**src/rtl/dlyq_pkg.sv**
```systemverilog
package dlyq_pkg;

    localparam int LANES  = 4;
    localparam int STAGES = 8;
    localparam int NH_W   = 8;
    localparam int DLY_W  = $clog2(STAGES + 1);
    localparam int TAG_W  = $clog2(LANES + 1);
    localparam int RANK_W = (LANES > 1) ? $clog2(LANES) : 1;
    localparam int HIT_W  = STAGES + 1;

    typedef struct packed {
        logic             vld;
        logic [NH_W-1:0]  nh;
        logic [TAG_W-1:0] tag;
    } rel_t;

    typedef struct packed {
        logic             vld;
        logic [NH_W-1:0]  nh;
        logic [TAG_W-1:0] tag;
        logic [DLY_W-1:0] cnt;
    } slot_t;

    function automatic logic [DLY_W-1:0] clamp_dly(input logic [DLY_W-1:0] d);
        return (d > DLY_W'(STAGES)) ? DLY_W'(STAGES) : d;
    endfunction

    // a goes before b: smaller tag first, lower lane on equal tags
    function automatic logic goes_before(input logic [TAG_W-1:0] tag_a, input int lane_a,
                                         input logic [TAG_W-1:0] tag_b, input int lane_b);
        return (tag_a < tag_b) || ((tag_a == tag_b) && (lane_a < lane_b));
    endfunction

endpackage

```
**src/rtl/dlyq_lane.sv**
```systemverilog
module dlyq_lane
    import dlyq_pkg::*;
(
    input  logic                 clk,
    input  logic                 rst,
    input  logic                 in_vld,
    input  logic [NH_W-1:0]      in_nh,
    input  logic [DLY_W-1:0]     in_dly,
    input  logic [TAG_W-1:0]     in_tag,
    output rel_t                 rel,
    output logic                 dly_err,
    output logic [HIT_W-1:0]     hits
);

    slot_t            st   [STAGES];
    slot_t            st_n [STAGES];
    logic [DLY_W-1:0] dly_c;

    // exits: bit 0 is the entrance bypass, bit k+1 is stage k
    always_comb begin
        dly_c   = clamp_dly(in_dly);
        dly_err = in_vld && (in_dly > DLY_W'(STAGES));
        hits    = '0;
        hits[0] = in_vld && (dly_c == '0);
        for (int k = 0; k < STAGES; k++) begin
            hits[k+1] = st[k].vld && (st[k].cnt == '0);
        end
    end

    always_comb begin
        rel = '0;
        if (hits[0]) begin
            rel = '{vld: 1'b1, nh: in_nh, tag: in_tag};
        end
        for (int k = 0; k < STAGES; k++) begin
            if (hits[k+1]) begin
                rel = '{vld: 1'b1, nh: st[k].nh, tag: st[k].tag};
            end
        end
    end

    always_comb begin
        st_n[0] = '0;
        if (in_vld && (dly_c != '0)) begin
            st_n[0] = '{vld: 1'b1, nh: in_nh, tag: in_tag, cnt: dly_c - DLY_W'(1)};
        end
        for (int k = 1; k < STAGES; k++) begin
            st_n[k] = '0;
            if (st[k-1].vld && (st[k-1].cnt != '0)) begin
                st_n[k] = '{vld: 1'b1, nh: st[k-1].nh, tag: st[k-1].tag,
                            cnt: st[k-1].cnt - DLY_W'(1)};
            end
        end
    end

    for (genvar k = 0; k < STAGES; k++) begin : g_stage
        always_ff @(posedge clk) begin
            if (rst) begin
                st[k] <= '0;
            end else begin
                st[k] <= st_n[k];
            end
        end
    end

endmodule

```
**src/rtl/dlyq_merge.sv**
```systemverilog
module dlyq_merge
    import dlyq_pkg::*;
(
    input  rel_t rel_in  [LANES],
    output rel_t rel_out [LANES]
);

    logic [RANK_W-1:0] rank [LANES];

    // output slot of each release = number of valid releases ordered ahead of it
    always_comb begin
        for (int i = 0; i < LANES; i++) begin
            rank[i] = '0;
            for (int j = 0; j < LANES; j++) begin
                if ((j != i) && rel_in[j].vld &&
                    goes_before(rel_in[j].tag, j, rel_in[i].tag, i)) begin
                    rank[i] = rank[i] + RANK_W'(1);
                end
            end
        end
    end

    always_comb begin
        for (int r = 0; r < LANES; r++) begin
            rel_out[r] = '0;
            for (int i = 0; i < LANES; i++) begin
                if (rel_in[i].vld && (rank[i] == RANK_W'(r))) begin
                    rel_out[r] = rel_in[i];
                end
            end
        end
    end

endmodule

```
**src/rtl/dlyq_order_top.sv**
```systemverilog
module dlyq_order_top
    import dlyq_pkg::*;
(
    input  logic                     clk,
    input  logic                     rst,
    input  logic [LANES-1:0]         in_vld,
    input  logic [LANES*NH_W-1:0]    in_nh,
    input  logic [LANES*DLY_W-1:0]   in_dly,
    input  logic [LANES*TAG_W-1:0]   in_tag,
    output logic [LANES-1:0]         out_vld,
    output logic [LANES*NH_W-1:0]    out_nh,
    output logic [LANES*TAG_W-1:0]   out_tag,
    output logic [LANES-1:0]         dly_err
);

    rel_t                     lane_rel [LANES];
    rel_t                     mrg_rel  [LANES];
    logic [LANES*HIT_W-1:0]   hits_flat;

    for (genvar w = 0; w < LANES; w++) begin : g_lane
        dlyq_lane u_lane (
            .clk     (clk),
            .rst     (rst),
            .in_vld  (in_vld[w]),
            .in_nh   (in_nh[w*NH_W +: NH_W]),
            .in_dly  (in_dly[w*DLY_W +: DLY_W]),
            .in_tag  (in_tag[w*TAG_W +: TAG_W]),
            .rel     (lane_rel[w]),
            .dly_err (dly_err[w]),
            .hits    (hits_flat[w*HIT_W +: HIT_W])
        );
    end

    dlyq_merge u_merge (
        .rel_in  (lane_rel),
        .rel_out (mrg_rel)
    );

    for (genvar r = 0; r < LANES; r++) begin : g_out
        assign out_vld[r]                 = mrg_rel[r].vld;
        assign out_nh[r*NH_W +: NH_W]     = mrg_rel[r].nh;
        assign out_tag[r*TAG_W +: TAG_W]  = mrg_rel[r].tag;
    end

endmodule

```
**config.mk**
```make
export PLATFORM = sky130hd
export DESIGN_NAME = dlyq_order_top
export DESIGN_NICKNAME = d
export VERILOG_FILES = /design/src/rtl/dlyq_pkg.sv /design/src/rtl/dlyq_lane.sv /design/src/rtl/dlyq_merge.sv /design/src/rtl/dlyq_order_top.sv
export SDC_FILE = /design/constraint.sdc
export NUM_CORES = 1
export LEC_CHECK = 0
export BUFFER_PORTS_ARGS = -buffer_cell sky130_fd_sc_hd__buf_2
export CAP_MARGIN = 20
export CORE_MARGIN = 5
export CORE_UTILIZATION = 45
export DETAILED_ROUTE_END_ITERATION = 10
export SKIP_CTS_REPAIR_TIMING = 1
export SLEW_MARGIN = 0
export SYNTH_ARGS = -nofsm -noshare
export SYNTH_HDL_FRONTEND = slang
export SYNTH_SLANG_ARGS = --single-unit
export TNS_END_PERCENT = 50
```
**constraint.sdc**
```tcl
create_clock -name clk -period 8 [get_ports clk]
set_input_delay 0.8 -clock clk [delete_from_list [all_inputs] [get_ports clk]]
set_output_delay 0.8 -clock clk [all_outputs]
set_load 0.05 [all_outputs]
```
Word level (Yosys, flattened, before mapping)
Memories as Yosys holds them, arrays and structs flattened.
Cells that the tools add are included.
{ "totals": {"ram_bits": 512, "n_memories": 4, "register_bits": 0} }
{ "classes": {"n_eq_ne": 18, "bitwise_logic": 32, "muxes": 135, "n_reduce_logical": 178, "magnitude_cmp": 16, "add_sub_neg": 40} }
{ "mem_list": {"columns": ["memory", "depth", "word_bits", "read_ports", "rd_clocked_by_memory_dff", "wr", "line_no", "text"], "rows": [
  ["g_lane[0].u_lane.st", 8, 16, 8, 0, 8, "dlyq_lane.sv:15", "slot_t st [STAGES];"],
  ["g_lane[1].u_lane.st", 8, 16, 8, 0, 8, "dlyq_lane.sv:15", null],
  ["g_lane[2].u_lane.st", 8, 16, 8, 0, 8, "dlyq_lane.sv:15", null],
  ["g_lane[3].u_lane.st", 8, 16, 8, 0, 8, "dlyq_lane.sv:15", null]
]} }
{ "op_table": {"columns": ["cell", "count"], "rows": [
  ["16-bit 2-to-1 mux", 64],
  ["12-bit 2-to-1 mux", 52],
  ["4-bit logical NOT", 36],
  ["4-bit nonzero test", 32],
  ["4-bit by 1-bit subtractor with 4-bit output, second input constant", 32],
  ["1-bit logical AND", 100],
  ["3-bit less-than comparator", 12],
  ["1-bit bitwise OR", 32],
  ["3-bit == test", 6],
  ["2-bit by 1-bit adder with 2-bit output, second input constant", 8],
  ["2-bit == test, second input constant", 8],
  ["4-bit greater-than comparator, second input constant", 4],
  ["2-bit 2-to-1 mux", 8],
  ["4-bit 2-to-1 mux", 4],
  ["2-bit by 1-bit == test with 1-bit output, second input constant", 4],
  ["2-bit logical NOT", 4],
  ["1-bit 2-to-1 mux", 7],
  ["1-bit logical OR", 6]
]} }

Depth between registers and ports, before layout
Gate-level depths: netlist (run 1).
{ "depth": {"depth_word": 26, "ltp_mapped": 30, "ltp_nobuf": 25} }

By module
Synthesis (run 1) repeated with hierarchy kept, for this count alone.
{ "unflattened": {"cells_unflattened": 2323, "area_unflattened_um2": 21304.2} }
{ "by_module_without_submodules": {"columns": ["mod", "n_inst", "cells_per_inst", "seq_area_each_um2", "area_each_um2"], "rows": [
  ["dlyq_lane", 4, 487, 2562.5, 4727.0],
  ["dlyq_merge", 1, 375, 0.0, 2396.0]
]} }

Worst setup path after synthesis (run 1)
Ideal clock, no wire load.
{ "synth_path": {"path_type": "input -> output", "start": "input in_dly[3]", "end": "output out_nh[16]", "cell_stages": 26, "slack_ns": 0.551, "path_buffers": 4, "required_time_ns": 7.200, "arrival_ns": 6.649, "path_cell_list": "nand2b_1 ha_1 and4bb_1 nor2b_1 buf_2 a221oi_1 nor3_1 a211o_1 o21ai_0 o21ai_0 a221oi_1 inv_1 ha_1 nand2b_1 a21o_1 a22o_1 and2_1 buf_2 ha_1 clkbuf_1 inv_1 nor4_1 a211oi_1 buf_4 o21a_1 a221oi_1"} }
{ "synth_via": {"elab_chain_len": 26, "elab_cells_between_ends": 63, "cone_classes": "add/sub (8); order compare (7); eq/ne (7); mux (26); reduce/logical (15)"} }
{ "synth_lines": {"columns": ["item", "line_no", "text"], "rows": [
  ["from (decl)", "dlyq_order_top.sv:8", "input logic [LANES*DLY_W-1:0] in_dly,"],
  ["4-bit greater-than comparator", "dlyq_pkg.sv:25", "return (d > DLY_W'(STAGES)) ? DLY_W'(STAGES) : d;"],
  ["4-bit 2-to-1 mux (*)", "dlyq_pkg.sv:25", null],
  ["4-bit logical NOT (*)", "dlyq_lane.sv:24", "hits[0] = in_vld && (dly_c == '0);"],
  ["1-bit logical AND (*)", "dlyq_lane.sv:24", null],
  ["12-bit 2-to-1 mux (*)", "dlyq_lane.sv:32", "if (hits[0]) begin"],
  ["12-bit 2-to-1 mux (*) (8 in series)", "dlyq_lane.sv:36", "if (hits[k+1]) begin"],
  ["3-bit less-than comparator or 3-bit == test (tied branches)", "dlyq_pkg.sv:31", "return (tag_a < tag_b) || ((tag_a == tag_b) && (lane_a < lane_b));"],
  ["1-bit logical AND or 1-bit logical OR (tied branches)", "dlyq_merge.sv:15, dlyq_pkg.sv:31", null],
  ["(+2 left out)", null, null],
  ["2-bit 2-to-1 mux or 2-bit by 1-bit adder with 2-bit output (tied branches)", "dlyq_merge.sv:15, dlyq_merge.sv:17", null],
  ["2-bit by 1-bit adder with 2-bit output or 2-bit 2-to-1 mux (tied branches)", "dlyq_merge.sv:17, dlyq_merge.sv:15", null],
  ["2-bit 2-to-1 mux or 2-bit by 1-bit adder with 2-bit output (tied branches)", "dlyq_merge.sv:15, dlyq_merge.sv:17", null],
  ["2-bit == test or 2-bit 2-to-1 mux (tied branches)", "dlyq_merge.sv:27, dlyq_merge.sv:15", null],
  ["1-bit logical AND or 2-bit == test (tied branches)", "dlyq_merge.sv:27", "if (rel_in[i].vld && (rank[i] == RANK_W'(r))) begin"],
  ["12-bit 2-to-1 mux or 1-bit logical AND (tied branches)", "dlyq_merge.sv:27", null],
  ["12-bit 2-to-1 mux (2 in series)", "dlyq_merge.sv:27", null],
  ["12-bit 2-to-1 mux (*)", "dlyq_merge.sv:27", null],
  ["to (decl)", "dlyq_order_top.sv:11", "output logic [LANES*NH_W-1:0] out_nh,"]
]} }
Every way passes the cells marked *; elsewhere a longest branch is shown, timed or not.

Worst setup path after layout (run 1)
{ "layout_path": {"start": "input in_dly[3]", "end": "output out_tag[5]"} }
{ "layout_via": {"elab_chain_len": 26, "elab_cells_between_ends": 63, "cone_classes": "add/sub (8); order compare (7); eq/ne (7); mux (26); reduce/logical (15)"} }
{ "layout_lines": {"columns": ["item", "line_no", "text"], "rows": [
  ["4-bit greater-than comparator", "dlyq_pkg.sv:25", null],
  ["4-bit 2-to-1 mux (*)", "dlyq_pkg.sv:25", null],
  ["4-bit logical NOT (*)", "dlyq_lane.sv:24", null],
  ["1-bit logical AND (*)", "dlyq_lane.sv:24", null],
  ["12-bit 2-to-1 mux (*)", "dlyq_lane.sv:32", null],
  ["12-bit 2-to-1 mux (*) (8 in series)", "dlyq_lane.sv:36", null],
  ["3-bit less-than comparator or 3-bit == test (tied branches)", "dlyq_pkg.sv:31", null],
  ["1-bit logical AND or 1-bit logical OR (tied branches)", "dlyq_merge.sv:15, dlyq_pkg.sv:31", null],
  ["(+2 left out)", null, null],
  ["2-bit 2-to-1 mux or 2-bit by 1-bit adder with 2-bit output (tied branches)", "dlyq_merge.sv:15, dlyq_merge.sv:17", null],
  ["2-bit by 1-bit adder with 2-bit output or 2-bit 2-to-1 mux (tied branches)", "dlyq_merge.sv:17, dlyq_merge.sv:15", null],
  ["2-bit 2-to-1 mux or 2-bit by 1-bit adder with 2-bit output (tied branches)", "dlyq_merge.sv:15, dlyq_merge.sv:17", null],
  ["2-bit by 1-bit == test with 1-bit output or 2-bit 2-to-1 mux (tied branches)", "dlyq_merge.sv:27, dlyq_merge.sv:15", null],
  ["1-bit logical AND or 2-bit by 1-bit == test with 1-bit output (tied branches)", "dlyq_merge.sv:27", null],
  ["12-bit 2-to-1 mux or 1-bit logical AND (tied branches)", "dlyq_merge.sv:27", null],
  ["12-bit 2-to-1 mux (2 in series)", "dlyq_merge.sv:27", null],
  ["12-bit 2-to-1 mux (*)", "dlyq_merge.sv:27", null],
  ["to (decl)", "dlyq_order_top.sv:12", "output logic [LANES*TAG_W-1:0] out_tag,"]
]} }
Marked as above.

==> results of run 1 <==
==> layout make-up <==
| type | instances | area (sq um) | area share, % |
|---|---|---|---|
| Multi-Input combinational cell | 1628 | 10600 | 43.0 |
| Sequential cell | 512 | 10200 | 41.6 |
| Clock buffer | 82 | 1580 | 6.41 |
| Timing Repair Buffer | 152 | 851 | 3.46 |
| Tap cell | 615 | 769 | 3.13 |
| Inverter | 114 | 428 | 1.74 |
| Clock inverter | 9 | 153 | 0.620 |
==> cells in the mapped netlist, drive strengths merged (5+ instances only) <==
master	instances	area share, %
a211o	28	1.2
a211oi	27	0.93
a21o	7	0.24
a21oi	45	1.1
a221oi	69	2.8
a22oi	46	1.6
a31oi	11	0.37
a41oi	5	0.20
and2	366	10
and3	7	0.20
and4bb	15	0.88
buf	39	1.2
clkbuf	91	1.8
dfxtp	512	47
ha	56	3.2
inv	114	2.0
nand2	96	1.6
nand2b	16	0.46
nand3	16	0.37
nand3b	30	1.0
nand4bb	14	0.72
nor2	274	4.7
nor2b	14	0.43
nor3	101	2.3
nor3b	9	0.31
nor4	9	0.29
nor4bb	15	0.69
o211a	10	0.46
o211ai	17	0.58
o21a	21	0.72
o21ai	97	2.3
o221ai	5	0.20
o22ai	15	0.46
o31a	27	1.1
o31ai	12	0.41
or2	6	0.17
or3	23	0.66
or3b	7	0.28
xnor2	60	2.4
==> worst max-delay path: stages <==
cell	delay, ps
buf_2	120
nand2b_1	170
ha_1	210
and4bb_1	220
nor2b_1	240
a221oi_1	300
nor3_1	100
a211o_1	290
o21ai_0	70
o21ai_0	170
a221oi_1	430
inv_1	150
ha_1	290
nand2b_1	180
o211ai_1	110
o211ai_1	140
o221ai_1	270
nand2_1	130
ha_1	400
nor3_1	260
a31oi_1	140
nor2_1	680
a21oi_1	160
a221oi_1	420
buf_2	340
==> power breakdown <==
part | switching (mW) | leakage (nW) | internal [mW]
Clock | 0.986 | 0.841 | 1.42
Combinational | 0.407 | 5.40 | 0.189
Sequential | 0.0103 | 4.13 | 2.57
==> layer usage <==
metal,vias to the layer above,GRT usage (%)
li1,8430,-
met1,7820,27.5
met2,416,29.6
met3,90,3.37
met4,0,6.73
met5,-,0
==> placed cells by master (no fill, tap or decap), types with 8 or more instances in the layout <==
master,netlist,routed
a211o_1,21,21
a211oi_1,27,27
a21oi_1,42,42
a221oi_1,68,67
a22oi_1,46,46
a31oi_1,9,9
and2_1,364,364
and4bb_2,10,9
buf_2,17,116
buf_4,10,35
clkbuf_1,85,17
clkbuf_16,0,55
clkbuf_8,5,10
dfxtp_1,512,512
ha_1,56,56
inv_1,110,110
nand2_1,96,96
nand2b_1,16,16
nand3_1,16,16
nand3b_1,30,30
nand4bb_1,14,14
nor2_1,273,273
nor2b_1,13,13
nor3_1,101,101
nor3b_1,9,9
nor4_1,8,8
nor4bb_1,15,9
o211a_1,10,10
o211ai_1,17,17
o21a_1,21,21
o21ai_0,93,93
o22ai_1,14,14
o31a_1,27,27
o31ai_1,12,12
or3_1,23,23
xnor2_1,60,60
==> worst paths after layout <==
check,endpoint,slack [ps],depth (start not counted)
hold / removal,g_lane[3].u_lane.st[0][3]$_SDFF_PP0_,400,2
hold reg to reg,g_lane[0].u_lane.st[0][32]$_SDFF_PP0_,430,1
setup reg to reg,g_lane[1].u_lane.st[0][37]$_SDFF_PP0_,6150,6
setup / recovery,out_tag[5],390,25
==> metrics by stage <==
| step | cells | hold WS [ps] |
|---|---|---|
| 3_5_place_dp | 3020 | 427 |
| 3_3_place_gp | 3020 | 423 |
| 2_1_floorplan | 2385 | 413 |
| 6_report | 3112 | 402 |
| 4_1_cts | 3111 | 365 |
| 5_1_grt | 3112 | 385 |
==> cell families (layout without fill, tap and decap cells) <==
| logic type | count (synthesis) | after routing | share of synthesized area [%] |
|---|---|---|---|
| multiplexers | 2 | 2 | 0.0973 |
| flip-flops | 512 | 512 | 46.9 |
| adder cells (fa/ha/maj) | 57 | 57 | 3.25 |
| buffers and inverters | 245 | 357 | 4.97 |
| XOR/XNOR | 60 | 60 | 2.40 |
| AO/OA/AOI/OAI | 477 | 477 | 16.2 |
| AND/OR/NAND/NOR | 1032 | 1032 | 26.2 |
==> metrics.txt, run 1 <==
clock transition at the registers of the reported paths roughly 60 ps; Core Util, Final about half; f_max ~0.13 GHz; row cnt 80; wire length on met2 ~22000 microns; initial antenna violation count 0; largest reg by FF count g_lane.u_lane.st; Post-synth ARST share 0%; Iteration-0 DRC Markers 1107; placed instance area ~0.023 sq mm; core footprint 0.0479 sq mm; Post-Syn Area between 0.02 and 0.025 sq mm; Slew Viols, Final 0; Avg Synthesized Cell Area 9.17 sq um; Worst Hold Class in2reg; fillers 4426; post-synthesis register bit count between 500 and 600; htree depth 2; critical path class in2out; post-DP HPWL 38800 microns; relative slew slack 14.7%; DRC Markers 0; outcome finished clean; worst r2r src g_lane[1].u_lane.st[0][16]$_SDFF_PP0_; total wire length 52400 microns; pre-CTS setup slack 473 ps; Final nets between 2000 and 3000; antenna viol nets, final 0; die area approximately 0.053 sq mm; clock skew between 15 and 20 ps; met3 WL post-DR around 2900 microns; number of flops mapped to enable cells by yosys 0; Worst VDD drop 0.165 mV; Crit Path Max Fanout 13; Total GRT Usage 19.3%; worst setup margin 392 ps; # setup viols final 0; Warnings, synthesis 0; Die Y 230 microns; leakage power just over 10 nW; Hold Fails Final Rpt 0; Final TNS setup 0 ps; DR pass1 iterations 6; total grt overflow 0; total power 5.58 mW; initial core utilization ~46%; Clock Latency Late Sink approximately 590 ps; port buffer count 117; first-pass GRT wire length 85000 microns; post-synth cell types slightly above 90; max layer used met4; Syn Nets roughly 2500; chip width 230 microns; crit path DAT slightly below 7000 ps; power per cell area 227 mW/mm^2; launch point of the worst hold path in_dly[13]; total of max-cap violations 0; fin area 0.0246 sq mm; TritonCTS Sinks 512; CTS Buf Count 54; min cycle time layout 7610 ps; antenna fix cells 0; TritonCTS clock tree built; register area share after synthesis 46.9%; Tcrit/Tclk final 95.1%; Synth Flop Type dfxtp_1; Worst Setup SP in_dly[3]; number of global-route vias before repair 16200; max reg flops 512; Post-Route M1 WL 25600 microns; WL per Instance 16.8 microns; CP Data Required Time between 7000 and 8000 ps; # IOs ~120; top flop regs g_lane.u_lane.st (512); Clock Path Buffers 3; layout cells sized above 1 11.6%; Area Growth Syn to Fin 12.6%; CP startpoint kind input pin; RSZ-0062 raised after global routing no; Least-Margin Pin Slew about 1300 ps; post-synthesis instance total 2385; clk root buf clkbuf_16; placer congestion estimate between 0.9 and 1; vias per inst roughly 5.4; crit end category output pin; via count 16800; largest net degree at the start of global routing 33
(Power assumes the default switching activity.)
==> inputs of run 2 (changes only) <==
Clock period 8 ns to 8.7 ns, I/O delays scaled along.
==> metrics.txt, run 2 (synthesis results as in run 1) <==
chip width 230 microns; R2R Setup Slk 6840 ps; power per cell area 210 mW/mm^2; Iteration-0 DRC Markers 1391; Final TNS setup 0 ps; Worst Hold Class reg2reg; min cycle time layout between 7000 and 8000 ps; FF/Latch Area a little over 0.01 sq mm; number of global-route vias before repair 15900; largest net degree at the start of global routing 33; RSZ-0062 raised after global routing no; Least-Margin Pin Slew approximately 1300 ps; R2R cell count 6; placer congestion estimate between 0.9 and 1; Crit Path Max Fanout 12; Total GRT Usage between 10% and 20%; via count 16900; max reg flops 512; DR pass1 iterations 6; # IOs 118; Core Util, Final roughly 50%; initial core utilization 45.6%; Area Growth Syn to Fin 12.7%; Tcrit/Tclk final 91.0%; first-pass GRT wire length 85300 microns; Hold Fails Final Rpt 0; area of the multi-input gates 0.0106 sq mm; Worst VDD drop 0.138 mV; total of max-cap violations 0; initial antenna violation count 1; CP startpoint kind input pin; relative slew slack about 14%; Die Y 230 microns; crit end category output pin; outcome finished clean; clk root buf clkbuf_16; # setup viols final 0; Clock Latency Late Sink 580 ps; clock skew 11.1 ps; total wire length 53100 microns; CP Data Required Time 7830 ps; layout cells sized above 1 11.7%; critical path class in2out; Slew Viols, Final 0; TritonCTS clock tree built; fillers 4494; Clock Path Buffers 3; port buffer count 117; Final nets 2584; DRC Markers 0; hold path depth 1; post-DP HPWL 39700 microns; crit path DAT 7050 ps; antenna fix cells 0; WHS around 440 ps; WL per Instance 17.0 microns; leakage power slightly above 10 nW; f_max 0.126 GHz; htree depth 2; clock transition at the registers of the reported paths about 60 ps; commonest non-fill, non-tap cell in the layout dfxtp_1; top flop regs g_lane.u_lane.st (512); core footprint 0.0479 sq mm; TritonCTS Sinks 512; vias per inst 5.41; die area about 0.053 sq mm; commonest cells after routing, fill and taps aside dfxtp_1 (512), and2_1 (364), nor2_1 (273); row cnt 80; CTS Buf Count 53; total grt overflow 0; largest reg by FF count g_lane.u_lane.st; antenna viol nets, final 0
==> run 2: path summary, 6_finish.rpt <==
kind,end,startpoint
max reg2reg,g_lane[2].u_lane.st[0][40]$_SDFF_PP0_,g_lane[2].u_lane.st[0][16]$_SDFF_PP0_
max,out_tag[5],in_dly[11]
min,g_lane[2].u_lane.st[1][16]$_SDFF_PP0_,g_lane[2].u_lane.st[1][0]$_SDFF_PP0_
min reg2reg,g_lane[2].u_lane.st[1][16]$_SDFF_PP0_,g_lane[2].u_lane.st[1][0]$_SDFF_PP0_
==> run 2: layer usage <==
layer / up-vias / GRT usage [%] / part of all wire (%)
met4: 2 / 6.16 / 2.7
met3: 95 / 3.38 / 5.8
met5: - / 0 / 0.024
met2: 422 / 30.7 / 44
met1: 7909 / 27.5 / 48
li1: 8437 / - / -
==> run 2: through the flow <==
step,total power [mW],instances,setup WS [ps],cell area [sq um]
floorplan,2.81,2385,1110,21900
global placement,2.96,3022,695,22900
detailed placement,2.96,3022,516,22900
CTS,5.25,3118,491,24600
global route,5.39,3118,254,24600
finish,5.18,3118,780,24600
==> run 2: layout make-up <==
class	instances	share of cell area (%)
Timing Repair Buffer	153	3.47
Sequential cell	512	41.6
Clock inverter	14	0.848
Clock buffer	82	6.28
Inverter	114	1.74
Tap cell	615	3.12
Multi-Input combinational cell	1628	42.9
==> run 2: worst max-delay path, stage by stage <==
cell and delay (ps):
buf_2 120, nand2b_1 160, ha_1 180, nor4bb_1 290, buf_4 200, nor2b_1 560, a221oi_1 160, nor3_1 200
a211oi_1 70, nor3_1 180, a21oi_1 70, o221ai_1 200, buf_4 230, inv_1 80, ha_1 270, nand2b_1 150
a21o_1 160, a22o_1 230, and2_1 260, ha_1 470, inv_1 160, o21ai_0 100, o21ai_0 100, a31oi_1 310
a21o_1 450, a21oi_1 90, a221oi_1 370, buf_2 340
==> run 2: power breakdown <==
part           leakage [nW]  internal, mW  switching, mW
sequential             4.13          2.36        0.00941
combinational          5.40         0.172          0.379
clock                 0.855          1.37          0.892
total                  10.4          3.90           1.28
